### config.mk
export PLATFORM = sky130hd
export DESIGN_NAME = regbuf_parity
export DESIGN_NICKNAME = d
export VERILOG_FILES = /design/src/rtl/regbuf_pkg.sv /design/src/rtl/regbuf_rst_sync.sv /design/src/rtl/regbuf_fanout.sv /design/src/rtl/regbuf_parity_chk.sv /design/src/rtl/regbuf_parity.sv
export SDC_FILE = /design/constraint.sdc
export NUM_CORES = 1
export LEC_CHECK = 0
export CAP_MARGIN = 20
export CORE_MARGIN = 4
export CORE_UTILIZATION = 44
export CTS_BUF_LIST = sky130_fd_sc_hd__clkbuf_2
export DETAILED_ROUTE_END_ITERATION = 8
export HOLD_SLACK_MARGIN = 0.15
export PLACE_DENSITY = 0.95
export SYNTH_ARGS = -nofsm -noshare
export SYNTH_HDL_FRONTEND = slang
export SYNTH_SLANG_ARGS = --single-unit
### constraint.sdc
create_clock -name clk -period 1.54 [get_ports clk]
set_input_delay 0.231 -clock clk [delete_from_list [all_inputs] [get_ports clk]]
set_output_delay 0.231 -clock clk [all_outputs]
set_load 0.005 [all_outputs]
### src/rtl/regbuf_pkg.sv
package regbuf_pkg;

    typedef enum logic {
        LAT_SOLO    = 1'b0,
        LAT_CASCADE = 1'b1
    } lat_mode_e;

    function automatic logic outputs_frozen(input logic sel_a_n, input logic sel_b_n);
        return sel_a_n & sel_b_n;
    endfunction

endpackage

### src/rtl/regbuf_rst_sync.sv
module regbuf_rst_sync #(
    parameter int SYNC_STAGES = 2
) (
    input  logic clk,
    input  logic arst_n,
    output logic srst_n
);
    localparam int NS = (SYNC_STAGES < 2) ? 2 : SYNC_STAGES;

    logic [NS-1:0] chain_d, chain_q;

    always_comb begin
        chain_d = {chain_q[NS-2:0], 1'b1};
    end

    always_ff @(posedge clk or negedge arst_n) begin
        if (!arst_n) chain_q <= '0;
        else         chain_q <= chain_d;
    end

    assign srst_n = chain_q[NS-1];
endmodule

### src/rtl/regbuf_fanout.sv
module regbuf_fanout #(
    parameter int DATA_W = 14,
    parameter int SIDE_W = 3
) (
    input  logic              clk,
    input  logic              rst_n,
    input  logic              freeze,
    input  logic [DATA_W-1:0] data_in,
    input  logic [SIDE_W-1:0] side_in,
    output logic [DATA_W-1:0] q_a,
    output logic [DATA_W-1:0] q_b,
    output logic [SIDE_W-1:0] side_q
);
    typedef struct packed {
        logic [DATA_W-1:0] copy_a;
        logic [DATA_W-1:0] copy_b;
        logic [SIDE_W-1:0] side;
    } fan_st_t;

    fan_st_t st_d, st_q;

    always_comb begin
        st_d = st_q;
        if (!freeze) begin
            st_d.copy_a = data_in;
            st_d.copy_b = data_in;
            st_d.side   = side_in;
        end
    end

    always_ff @(posedge clk or negedge rst_n) begin
        if (!rst_n) st_q <= '0;
        else        st_q <= st_d;
    end

    assign q_a    = st_q.copy_a;
    assign q_b    = st_q.copy_b;
    assign side_q = st_q.side;

    AST_CAPTURE_BOTH: assert property (@(posedge clk) disable iff (!rst_n)
        (rst_n && !freeze) |=> (q_a == $past(data_in) && q_b == $past(data_in)));
    AST_FREEZE_DATA: assert property (@(posedge clk) disable iff (!rst_n)
        (rst_n && freeze) |=> ($stable(q_a) && $stable(q_b) && $stable(side_q)));
endmodule

### src/rtl/regbuf_parity_chk.sv
module regbuf_parity_chk
    import regbuf_pkg::*;
#(
    parameter int DATA_W      = 14,
    parameter int HOLD_CYCLES = 2
) (
    input  logic              clk,
    input  logic              rst_n,
    input  logic              freeze,
    input  lat_mode_e         mode,
    input  logic [DATA_W-1:0] data_in,
    input  logic              par_in,
    output logic              ppo,
    output logic              perr_n
);
    localparam int PIPE_D = 2;
    localparam int HOLD_V = (HOLD_CYCLES < 1) ? 1 : HOLD_CYCLES;
    localparam int CNT_W  = (HOLD_V > 1) ? $clog2(HOLD_V) : 1;

    typedef struct packed {
        logic [PIPE_D-1:0] wpar;
        logic              ppo;
        logic              err_n;
        logic [CNT_W-1:0]  left;
    } chk_st_t;

    chk_st_t st_d, st_q;
    logic    paired_par;
    logic    result;

    always_comb begin
        paired_par = (mode == LAT_CASCADE) ? st_q.wpar[PIPE_D-1] : st_q.wpar[PIPE_D-2];
        result     = paired_par ^ par_in;

        st_d      = st_q;
        st_d.wpar = {st_q.wpar[PIPE_D-2:0], ^data_in};
        if (!freeze) begin
            st_d.ppo = result;
            if (result) begin
                st_d.err_n = 1'b0;
                st_d.left  = CNT_W'(HOLD_V - 1);
            end else if (!st_q.err_n && st_q.left != '0) begin
                st_d.left = st_q.left - 1'b1;
            end else begin
                st_d.err_n = 1'b1;
            end
        end
    end

    always_ff @(posedge clk or negedge rst_n) begin
        if (!rst_n) begin
            st_q       <= '0;
            st_q.err_n <= 1'b1;
        end else begin
            st_q <= st_d;
        end
    end

    assign ppo    = st_q.ppo;
    assign perr_n = st_q.err_n;

    AST_FREEZE_PARITY: assert property (@(posedge clk) disable iff (!rst_n)
        (rst_n && freeze) |=> ($stable(ppo) && $stable(perr_n)));
    AST_ERR_FROM_PPO: assert property (@(posedge clk) disable iff (!rst_n)
        $fell(perr_n) |-> ppo);
    AST_ERR_STRETCH: assert property (@(posedge clk) disable iff (!rst_n)
        $fell(perr_n) |=> !perr_n);
endmodule

### src/rtl/regbuf_parity.sv
module regbuf_parity
    import regbuf_pkg::*;
#(
    parameter int DATA_W      = 14,
    parameter int SIDE_W      = 3,
    parameter int HOLD_CYCLES = 2,
    parameter int SYNC_STAGES = 2
) (
    input  logic              clk,
    input  logic              rst_n,
    input  logic              cfg_back,
    input  logic              cs0_n,
    input  logic              cs1_n,
    input  logic [DATA_W-1:0] data_in,
    input  logic [SIDE_W-1:0] side_in,
    input  logic              par_in,
    output logic [DATA_W-1:0] q_a,
    output logic [DATA_W-1:0] q_b,
    output logic [SIDE_W-1:0] side_q,
    output logic              ppo,
    output logic              perr_n
);
    logic      core_rst_n;
    logic      freeze;
    lat_mode_e mode;

    assign freeze = outputs_frozen(cs0_n, cs1_n);
    assign mode   = cfg_back ? LAT_CASCADE : LAT_SOLO;

    regbuf_rst_sync #(
        .SYNC_STAGES(SYNC_STAGES)
    ) i_rst_sync (
        .clk    (clk),
        .arst_n (rst_n),
        .srst_n (core_rst_n)
    );

    regbuf_fanout #(
        .DATA_W(DATA_W),
        .SIDE_W(SIDE_W)
    ) i_fanout (
        .clk     (clk),
        .rst_n   (core_rst_n),
        .freeze  (freeze),
        .data_in (data_in),
        .side_in (side_in),
        .q_a     (q_a),
        .q_b     (q_b),
        .side_q  (side_q)
    );

    regbuf_parity_chk #(
        .DATA_W      (DATA_W),
        .HOLD_CYCLES (HOLD_CYCLES)
    ) i_parity (
        .clk     (clk),
        .rst_n   (core_rst_n),
        .freeze  (freeze),
        .mode    (mode),
        .data_in (data_in),
        .par_in  (par_in),
        .ppo     (ppo),
        .perr_n  (perr_n)
    );
endmodule

---- Word-level counts from Yosys, hierarchy flattened ----
Cells that the tools add are included.
operators by class
  $add $sub $neg .......................... 1
  equality and inequality tests ........... 1
  muxes and demuxes ....................... 5
  bitwise logic cells ..................... 3
  reduce and logical (&&, ||, !) cells .... 6
operator list
  kind                                                                     count
  14-bit parity                                                            1
  1-bit 2-to-1 mux                                                         4
  2-bit AND reduction                                                      2
  2-bit 2-to-1 mux                                                         1
  2-bit by 1-bit inequality test with 1-bit output, second input constant  1
  2-bit nonzero test                                                       1
  1-bit AND                                                                1
  1-bit logical AND                                                        1
  1-bit logical NOT                                                        1
  1-bit NOT                                                                1
  1-bit subtractor, second input constant                                  1
  1-bit bitwise XOR                                                        1
word-level totals
  register bits after elaboration ......... 24
  input bits .............................. 23
  output and inout bits ................... 33
  word-level logic and storage cells ...... 23

---- Longest topological paths before layout ----
Gate-level depths: netlist of the first run.
  depth after elaboration ................. 5
  depth in mapped cells ................... 5
  mapped depth without buffers ............ 3

---- By module ----
Synthesis of the first run repeated with hierarchy kept, for this count alone.
unflattened totals
  cell total of the unflattened synthesis .. 78
  area, all modules ....................... 1,151.1 µm²
modules (own cells, without submodules)
  module             instances  cells each  area an instance (µm²)  sequential area each (µm²)
  regbuf_fanout      1          50          790.8                   425.4
  regbuf_parity_chk  1          24          300.3                   126.4
  regbuf_rst_sync    1          3           53.8                    50.0
  regbuf_parity      1          1           6.3                     0.0

---- Worst setup path after synthesis of the first run ----
Ideal clock, no wire load.
  kind .................................... input-to-reg
  start ................................... input data_in[7]
  end ..................................... register i_parity.st_q, in the netlist i_parity.st_d[4]
  setup time .............................. 0.134 ns
  data arrival time ....................... 1.083 ns
  required time ........................... 1.406 ns
  path slack .............................. 0.324 ns
  stages .................................. 3
  path buffers ............................ 0
  cells stage by stage .................... xor2_1 > xnor3_1 > xnor3_1
RTL lines
  element                 line                     text
  start: declaration      regbuf_parity.sv:14      input logic [DATA_W-1:0] data_in,
  end signal: assignment  regbuf_parity_chk.sv:55  st_q <= st_d;
  end: declaration        regbuf_parity_chk.sv:27  chk_st_t st_d, st_q;

==> results of run 1 <==
[cell usage in the layout (no fill, tap or decap)]
cell,Yosys,layout
conb_1,1,1
buf_12,0,1
clkdlybuf4s50_1,0,39
dfrtp_1,23,23
and2_1,1,1
dlygate4sd3_1,0,2
nand2_1,1,1
xnor2_1,8,8
dlygate4sd2_1,0,3
nor2_1,1,1
o21ai_0,3,3
xnor3_1,2,2
dfstp_2,1,1
mux2_2,17,17
mux2i_1,1,1
buf_4,14,7
dlymetal6s2s_1,0,13
xor2_1,2,2
clkbuf_2,0,4
o22a_1,1,1
[kinds of logic after synthesis]
group           Yosys count  share of synthesized area, %
mux                      18                          18.4
simple gates              3                          1.26
flops                    24                          54.9
buf+inv                  17                          10.8
xor+xnor                 12                          12.1
compound gates            4                          2.17
other cells               1                         0.342
[stage by stage]
step                total power [uW]  hold slack (ps)  TNS, ps  setup WS (ps)  std cells
CTS                             1580              250        0           10.3        155
floorplan                       1050            -64.6        0            324         79
global placement                1290              105     -226           -226        147
finish                          1570              240        0           63.4        159
detailed placement              1320              111     -249           -249        147
global route                    1660              276    -17.8          -14.6        159
[registers in the layout, indices dropped and copies added, names as in the netlist]
register            flops
i_fanout.q_b           14
i_fanout.side_q         3
i_parity.st_q           2
i_rst_sync.chain_q      2
i_parity.perr_n         1
i_parity.ppo            1
i_parity.st_d           1
[cell type report]
type                       count  area share [%]
clock buffer                   4            1.17
sequential                    24            35.3
timing repair buffer          65            39.4
tap                           28            2.06
multi-input combinational     38            22.0
[where the power goes]
| part | switching (uW) | leakage [uW] | internal (uW) |
|---|---|---|---|
| combinational | 174 | 0.000533 | 349 |
| sequential | 56.5 | 0.000279 | 745 |
| clock | 174 | 0.0000166 | 68.7 |
[cells in the mapped netlist]
library cell | number | share of area [%]
and2_1 | 1 | 0.57
buf_2 | 2 | 0.91
buf_4 | 14 | 9.6
clkbuf_1 | 1 | 0.34
conb_1 | 1 | 0.34
dfrtp_1 | 23 | 53
dfstp_2 | 1 | 2.4
mux2_2 | 17 | 17
mux2i_1 | 1 | 0.91
nand2_1 | 1 | 0.34
nor2_1 | 1 | 0.34
o21ai_0 | 3 | 1.4
o22a_1 | 1 | 0.80
xnor2_1 | 8 | 6.4
xnor3_1 | 2 | 4.1
xor2_1 | 2 | 1.6
[metal layers]
layer | share of wire (%) | routed length (um) | track usage (%)
met3 | 7.3 | 179 | 1.78
met2 | 56 | 1370 | 28.2
met5 | 0 | 0 | 0
met1 | 36 | 875 | 16.6
met4 | 1.1 | 27 | 7.95
[repair_timing]
action,in CTS,in global routing
hold buffers,2,0
hold endpoints to repair,8,0
setup buffers,2,4
gates resized for setup,3,13
endpoints found under the setup margin,4,16
[how the worst max path moves through the flow]
stage / start / end
after floorplan: data_in[7] / i_parity.st_d[4]
after global placement: data_in[7] / i_parity.st_d[4]
after detailed placement: data_in[7] / i_parity.st_d[4]
after CTS: i_fanout.q_b[0] / q_b[0]
after global routing: i_fanout.q_b[4] / q_a[4]
final: i_fanout.q_b[4] / q_a[4]
==> flow_summary.toml, run 1 <==
[min_path]
hold_path_class = "register to asynchronous set/reset pin"

[global_route]
grt_max_degree = 24
grt_pass1_vias = 798
grt.overflow.total = 0
grt_first_pass_wirelength_mm = 3.85
grtUsageTotal_pct = 15.2
antenna_found_initial = 0

[floorplan]
fp.dieW_um = 57.9
io_pins = 56
placementRows = 17
die-area_um2 = 3350
die_y_um = 57.9
fp.coreArea_um2 = 2300
initial_utilization_pct = 47.7

[power_and_ir_drop]
p_per_area_nw_per_um2 = 920
peakVddDrop_mv = 0.662
leakagePower_uw = 0.000828

[synthesis]
syn_inst = 79
ys_types = 16
ys.warnings.count = 0
syn_avg_cell_area_um2 = 13.9
ys_ff_latch = 24
syn-num-nets = 102
synth-seq-area-share_pct = 54.9
synth_area_um2 = 1100

[critical_path]
path_max_fanout = 3
crit_cells = 1
reg2reg_from = "i_parity.st_d[4]"
r2r_end = "i_parity.st_q[0]"
reg2reg_depth = 3
cp_cell_sequence = "clkdlybuf4s50_1"
criticalPathCategory = "register to primary output"
required_ps = 1310
end_kind = "primary output"
critPathLaunchType = "register"
slowest_delay_ps = 510
cp_data_arrival_time_ps = 1250
crit_slowest_cell = "clkdlybuf4s50_1"
path_buf_inv = 1
crit_family = "buffers and inverters"
rrSetupSlack_ps = 460

[drt]
ant_nets = 0
detailroute.via_count = 747
viasPerCell = 4.70
drc = 0
drt-total-wl_mm = 2.46
wl_per_cell_um = 15.4
drtIter0Drc = 1
first_pass_iters = 3

[layout]
fillers = 148
fin_area_um2 = 1700
antenna_cells = 0
drive_gt1_share_pct = 22.9
seqCellArea_um2 = 602
synthToLayoutAreaGrowth_pct = 55.5
multi_input_area_um2 = 375
nNetsFinal = 155
fin_util_pct = 74.2

[placed_design]
port_buffers = 55
routabilityCongestion = 0.734
dpl_cell_area_um2 = 1590
dp_hpwl_mm = 1.80

[outcome]
outcome = "completed"

[cts]
clk_latency_ps = 320
cts_root_buffer = "clkbuf_2"
cts_max_level = 1
cts_buffers = 3
cts_num_sinks = 24
clk_pin_slew_ps = 210
ctsLongestPathBuffers = 2
tritoncts = "yes"

[sta]
timing.final.max_slew_violations = 0
max_freq_ghz = 0.677
hold_violations = 0
finClkSkew_ps = 11.5
min_period_ps = 1480
min_period_over_period_pct = 95.9
finalSetupViolCount = 0

[flow_run]
drv_cap = 0
No activity file was read; power rests on OpenSTA's default activity.
==> inputs of run 2 (changes only) <==
RECOVER_POWER = 100   (was not set)
==> run 2 against run 1 <==
Net effect:
- clock skew down 4.4 ps
- cell count unchanged
- sequential share of layout area up 0.93 points
- clock power up 2%
- sequential cell count unchanged
- critical endpoint is now i_parity.st_d[4]
- worst hold slack better by 140 ps
- via count up 2.1%
==> flow_summary.toml, run 2 (synthesis results as in run 1) <==
[outcome]
outcome = "completed"

[floorplan]
die-area_um2 = 3350
fp.dieW_um = 57.9
initial_utilization_pct = 47.7
io_pins = 56
fp.coreArea_um2 = 2300
die_y_um = 57.9
placementRows = 17

[power_and_ir_drop]
peakVddDrop_mv = 0.661
p_per_area_nw_per_um2 = 939
clkPwrFrac_pct = 15.8
p_sw_uw = 408
swShare_pct = 26.2
intPower_uw = 1150
comb_power_share_pct = 33.0
leakagePower_uw = 0.000727
p_total_uw = 1560
pwr-share-seq_pct = 51.2

[drt]
ant_nets = 0
detailroute.via_count = 763
drtIter0Drc = 0
drt-total-wl_mm = 2.49
viasPerCell = 4.80
first_pass_iters = 1
drc = 0
wl_per_cell_um = 15.7

[layout]
largest_register_ffs = 14
fillers = 156
nNetsFinal = 155
synthToLayoutAreaGrowth_pct = 51.5
drive_gt1_share_pct = 21.4
layout_commonest_cell = "clkdlybuf4s50_1"
final_cell_mix = "clkdlybuf4s50_1, dfrtp_1, mux2_2, clkdlybuf4s25_1, xnor2_1"
antenna_cells = 0

[flow_run]
drv_cap = 0

[cts]
cts_num_sinks = 24
clk_pin_slew_ps = 210
tritoncts = "yes"
cts_max_level = 1
cts_root_buffer = "clkbuf_2"
ctsLongestPathBuffers = 2
clk_latency_ps = 320
cts_buffers = 3

[placed_design]
dp_hpwl_mm = 1.80
routabilityCongestion = 0.734
port_buffers = 55

[critical_path]
r2r_end = "i_parity.st_q[0]"
cp_data_arrival_time_ps = 1760
end_kind = "register"
rrSetupSlack_ps = 430
reg2reg_from = "i_parity.st_d[4]"
required_ps = 1780
path_max_fanout = 2
cp-endpoint = "i_parity.st_d[4]"
critPathLaunchType = "input pin"
reg2reg_depth = 3
criticalPathCategory = "input pin to register"
startpoint = "data_in[7]"

[min_path]
hold_path_class = "register to register"
hp-start = "i_rst_sync.chain_q[0]"

[sta]
fin_hold_ws_ps = 380
relSlewSlack_pct = 43.2
tightest_slew_ps = 852
hold_violations = 0
min_period_over_period_pct = 99.3
max_freq_ghz = 0.654
timing.final.max_slew_violations = 0
finClkSkew_ps = 7.07
finalSetupViolCount = 0
min_period_ps = 1530

[global_route]
grt_max_degree = 24
grtUsageTotal_pct = 15.2
antenna_found_initial = 0
grt.overflow.total = 0
grt_pass1_vias = 798
grt_first_pass_wirelength_mm = 3.85
-- run 2: final cells by class --
class	count	area, um^2	share of cell area [%]
timing repair buffer	65	628	37.8
tap	28	35.0	2.11
sequential	24	602	36.2
clock buffer	4	20.0	1.21
multi-input combinational	38	375	22.6
-- run 2: worst min path at each step --
stage	to	slack, ps	cells past startpoint
5_1_grt	i_rst_sync.chain_q[1]	410	0
6_report	i_rst_sync.chain_q[1]	380	0
4_1_cts	i_parity.st_d[4]	250	1
3_3_place_gp	i_fanout.side_q[0]	110	0
3_5_place_dp	i_fanout.side_q[1]	110	0
2_1_floorplan	i_rst_sync.chain_q[0]	-60	0
-- run 2: metal layers --
layer,global-route usage (%),vias up,wire length (um)
met5,0,-,0
met4,7.95,0,27
met3,1.78,2,176
met2,28.2,33,1400
met1,16.6,379,891
li1,-,349,-
-- run 2: what timing repair did --
action                     4_1_cts  5_1_grt
setup buffers                    2        4
hold endpoints to repair         8        0
gates resized for setup          3       13
hold buffers                     2        0
setup endpoints to repair        4       16
pin swaps                        0        0
-- run 2: power by group through the flow --
stage                     sequential [uW]  combinational (uW)  clock (uW)
after detailed placement              822                 497           0
after global placement                813                 480           0
after CTS                             800                 519         260
final                                 799                 515         246
after global routing                  812                 556         278
after floorplan                       822                 233           0
-- run 2: worst max-delay path, cell delays in order --
cell	delay, ps
dlygate4sd3_1	570
xor2_1	160
xnor3_1	430
xnor3_1	370
-- run 2: per-stage QoR --
stage / TNS, ps / utilization, % / std cells / instance area (um^2) / setup WS [ps]
2_1_floorplan: 0 / - / 79 / 1100 / 324
3_3_place_gp: -226 / 69.2 / 147 / 1590 / -226
3_5_place_dp: -249 / 69.2 / 147 / 1590 / -249
4_1_cts: 0 / 71.5 / 155 / 1640 / 10.3
5_1_grt: -17.6 / 72.3 / 159 / 1660 / -14.5
6_report: 0 / 72.3 / 159 / 1660 / 10.5
==> inputs of run 3 (changes only) <==
CORE_MARGIN = not set   (was 4)
CORE_UTILIZATION = 27   (was 44)
CTS_BUF_LIST = not set   (was sky130_fd_sc_hd__clkbuf_2)
PLACE_DENSITY = 0.69   (was 0.95)
==> run 3 against run 2 <==
Net effect:
- non-clock buffer count shrank 7
- sequential cell count is the same
- sequential power rose by 1%
- critical endpoint is now q_a[8]
- utilization fell by 27 points
- largest power group unchanged
==> flow_summary.toml, run 3 (synthesis results as in run 1) <==
[outcome]
outcome = "completed"

[power_and_ir_drop]
clkPwrFrac_pct = 29.8
swShare_pct = 22.2
p_total_uw = 1810
comb_power_share_pct = 25.5
p_per_area_nw_per_um2 = 1070
peakVddDrop_mv = 0.764
pwr-share-seq_pct = 44.7
p_sw_uw = 402
intPower_uw = 1410
leakagePower_uw = 0.000710

[drt]
wl_per_cell_um = 12.7
detailroute.via_count = 731
drc = 0
viasPerCell = 4.25
drtIter0Drc = 6
first_pass_iters = 2
drt-total-wl_mm = 2.18
ant_nets = 0

[sta]
rsz0062_at_grt = "false"
finalSetupViolCount = 0
finClkSkew_ps = 4.38
min_period_over_period_pct = 94.9
timing.final.max_slew_violations = 0
min_period_ps = 1460
hold_violations = 0
max_freq_ghz = 0.685
tns_ps = 0
relSlewSlack_pct = 53.1
layout_setup_ws_ps = 79.1
tightest_slew_ps = 704

[cts]
cts_num_sinks = 24
cts_root_buffer = "clkbuf_8"
cts_max_level = 1
tritoncts = "yes"
ctsLongestPathBuffers = 2
cts_buffers = 3
clk_latency_ps = 260
clk_pin_slew_ps = 80

[global_route]
grt_pass1_vias = 768
grt_max_degree = 24
grtUsageTotal_pct = 10.8
grt.overflow.total = 0
antenna_found_initial = 0
grt_first_pass_wirelength_mm = 3.52

[floorplan]
io_pins = 56
fp.dieW_um = 65.7
die-area_um2 = 4320
initial_utilization_pct = 29.1
placementRows = 22
die_y_um = 65.7
fp.coreArea_um2 = 3770

[critical_path]
reg2reg_depth = 1
criticalPathCategory = "register to primary output"
critPathLaunchType = "register"
rrSetupSlack_ps = 420
crit_family = "buffers and inverters"
path_max_fanout = 3
slowest_delay_ps = 580
path_buf_inv = 1
required_ps = 1310
end_kind = "primary output"
cp_data_arrival_time_ps = 1230
r2r_end = "i_fanout.side_q[2]"
reg2reg_from = "i_rst_sync.chain_q[1]"
crit_slowest_cell = "dlygate4sd3_1"
cp_cell_sequence = "dlygate4sd3_1"

[layout]
final_cell_mix = "clkdlybuf4s50_1, dfrtp_1, mux2_2, dlygate4sd3_1, xnor2_1"
synthToLayoutAreaGrowth_pct = 54.3
largest_register_ffs = 14
finalNonFillerCells = 172
nNetsFinal = 148
layout_commonest_cell = "clkdlybuf4s50_1"
antenna_cells = 0
fillers = 350
drive_gt1_share_pct = 18.5

[placed_design]
port_buffers = 55
routabilityCongestion = 0.591
place_ws_ps = -234
dp_hpwl_mm = 1.69
dp.cells = 167

[flow_run]
drv_cap = 0

[min_path]
hold_path_class = "register to asynchronous set/reset pin"
[run 3: cell types whose count changed in the layout (fill, tap and decap cells not counted), moves of 2 or more]
cell / delta
clkdlybuf4s25_1: -10
dlygate4sd3_1: +9
clkbuf_2: -5
buf_4: -4
clkbuf_8: +3
clkdlybuf4s50_1: +3
dlygate4sd2_1: -2
[run 3: through the flow]
stage	util, %	cell area [um^2]	hold WS (ps)
2_1_floorplan	-	1100	-64.6
3_3_place_gp	42.8	1620	164
3_5_place_dp	42.8	1620	178
4_1_cts	45.0	1700	182
5_1_grt	44.9	1690	219
6_report	44.9	1690	160
[run 3: cell type report]
type                    instances  area [um^2]  share of cell area (%)
flip-flops and latches         24          602                    35.6
repair buffers                 58          576                    34.0
multi-input cells              38          383                    22.6
well taps                      48         60.1                    3.55
clock buffers                   3         41.3                    2.44
clock inverters                 1         30.0                    1.78
[run 3: power by group through the flow]
stage	logic, uW	clock network [uW]	registers (uW)
after detailed placement	487	0	828
after floorplan	233	0	822
after global routing	505	599	829
after CTS	484	565	815
after global placement	480	0	821
final	461	538	809
[run 3: worst max-delay path by stage]
stage               startpoint          endpoint  slack [ps]  cells past startpoint
6_report       i_fanout.q_b[8]            q_a[8]          80                      1
5_1_grt        i_fanout.q_b[4]            q_a[4]          30                      1
2_1_floorplan       data_in[7]  i_parity.st_d[4]         320                      3
3_3_place_gp        data_in[7]  i_parity.st_d[4]        -210                      4
4_1_cts             data_in[7]  i_parity.st_d[4]          50                      4
3_5_place_dp        data_in[5]  i_parity.st_d[4]        -230                      4
[run 3: layer usage]
metal / share of wire (%) / GRT usage [%] / wire (um)
met3: 5.3 / 2.26 / 115
met1: 39 / 12.4 / 858
met4: 0 / 2.45 / 0
met5: 0 / 0 / 0
met2: 55 / 20.3 / 1200
[run 3: what timing repair did]
item | in CTS | in global routing
endpoints found under the hold margin | 2 | 0
setup buffers | 0 | 0
resized for setup | 1 | 3
hold buffers | 1 | 0
pin swaps | 0 | 1
setup endpoints to repair | 1 | 1
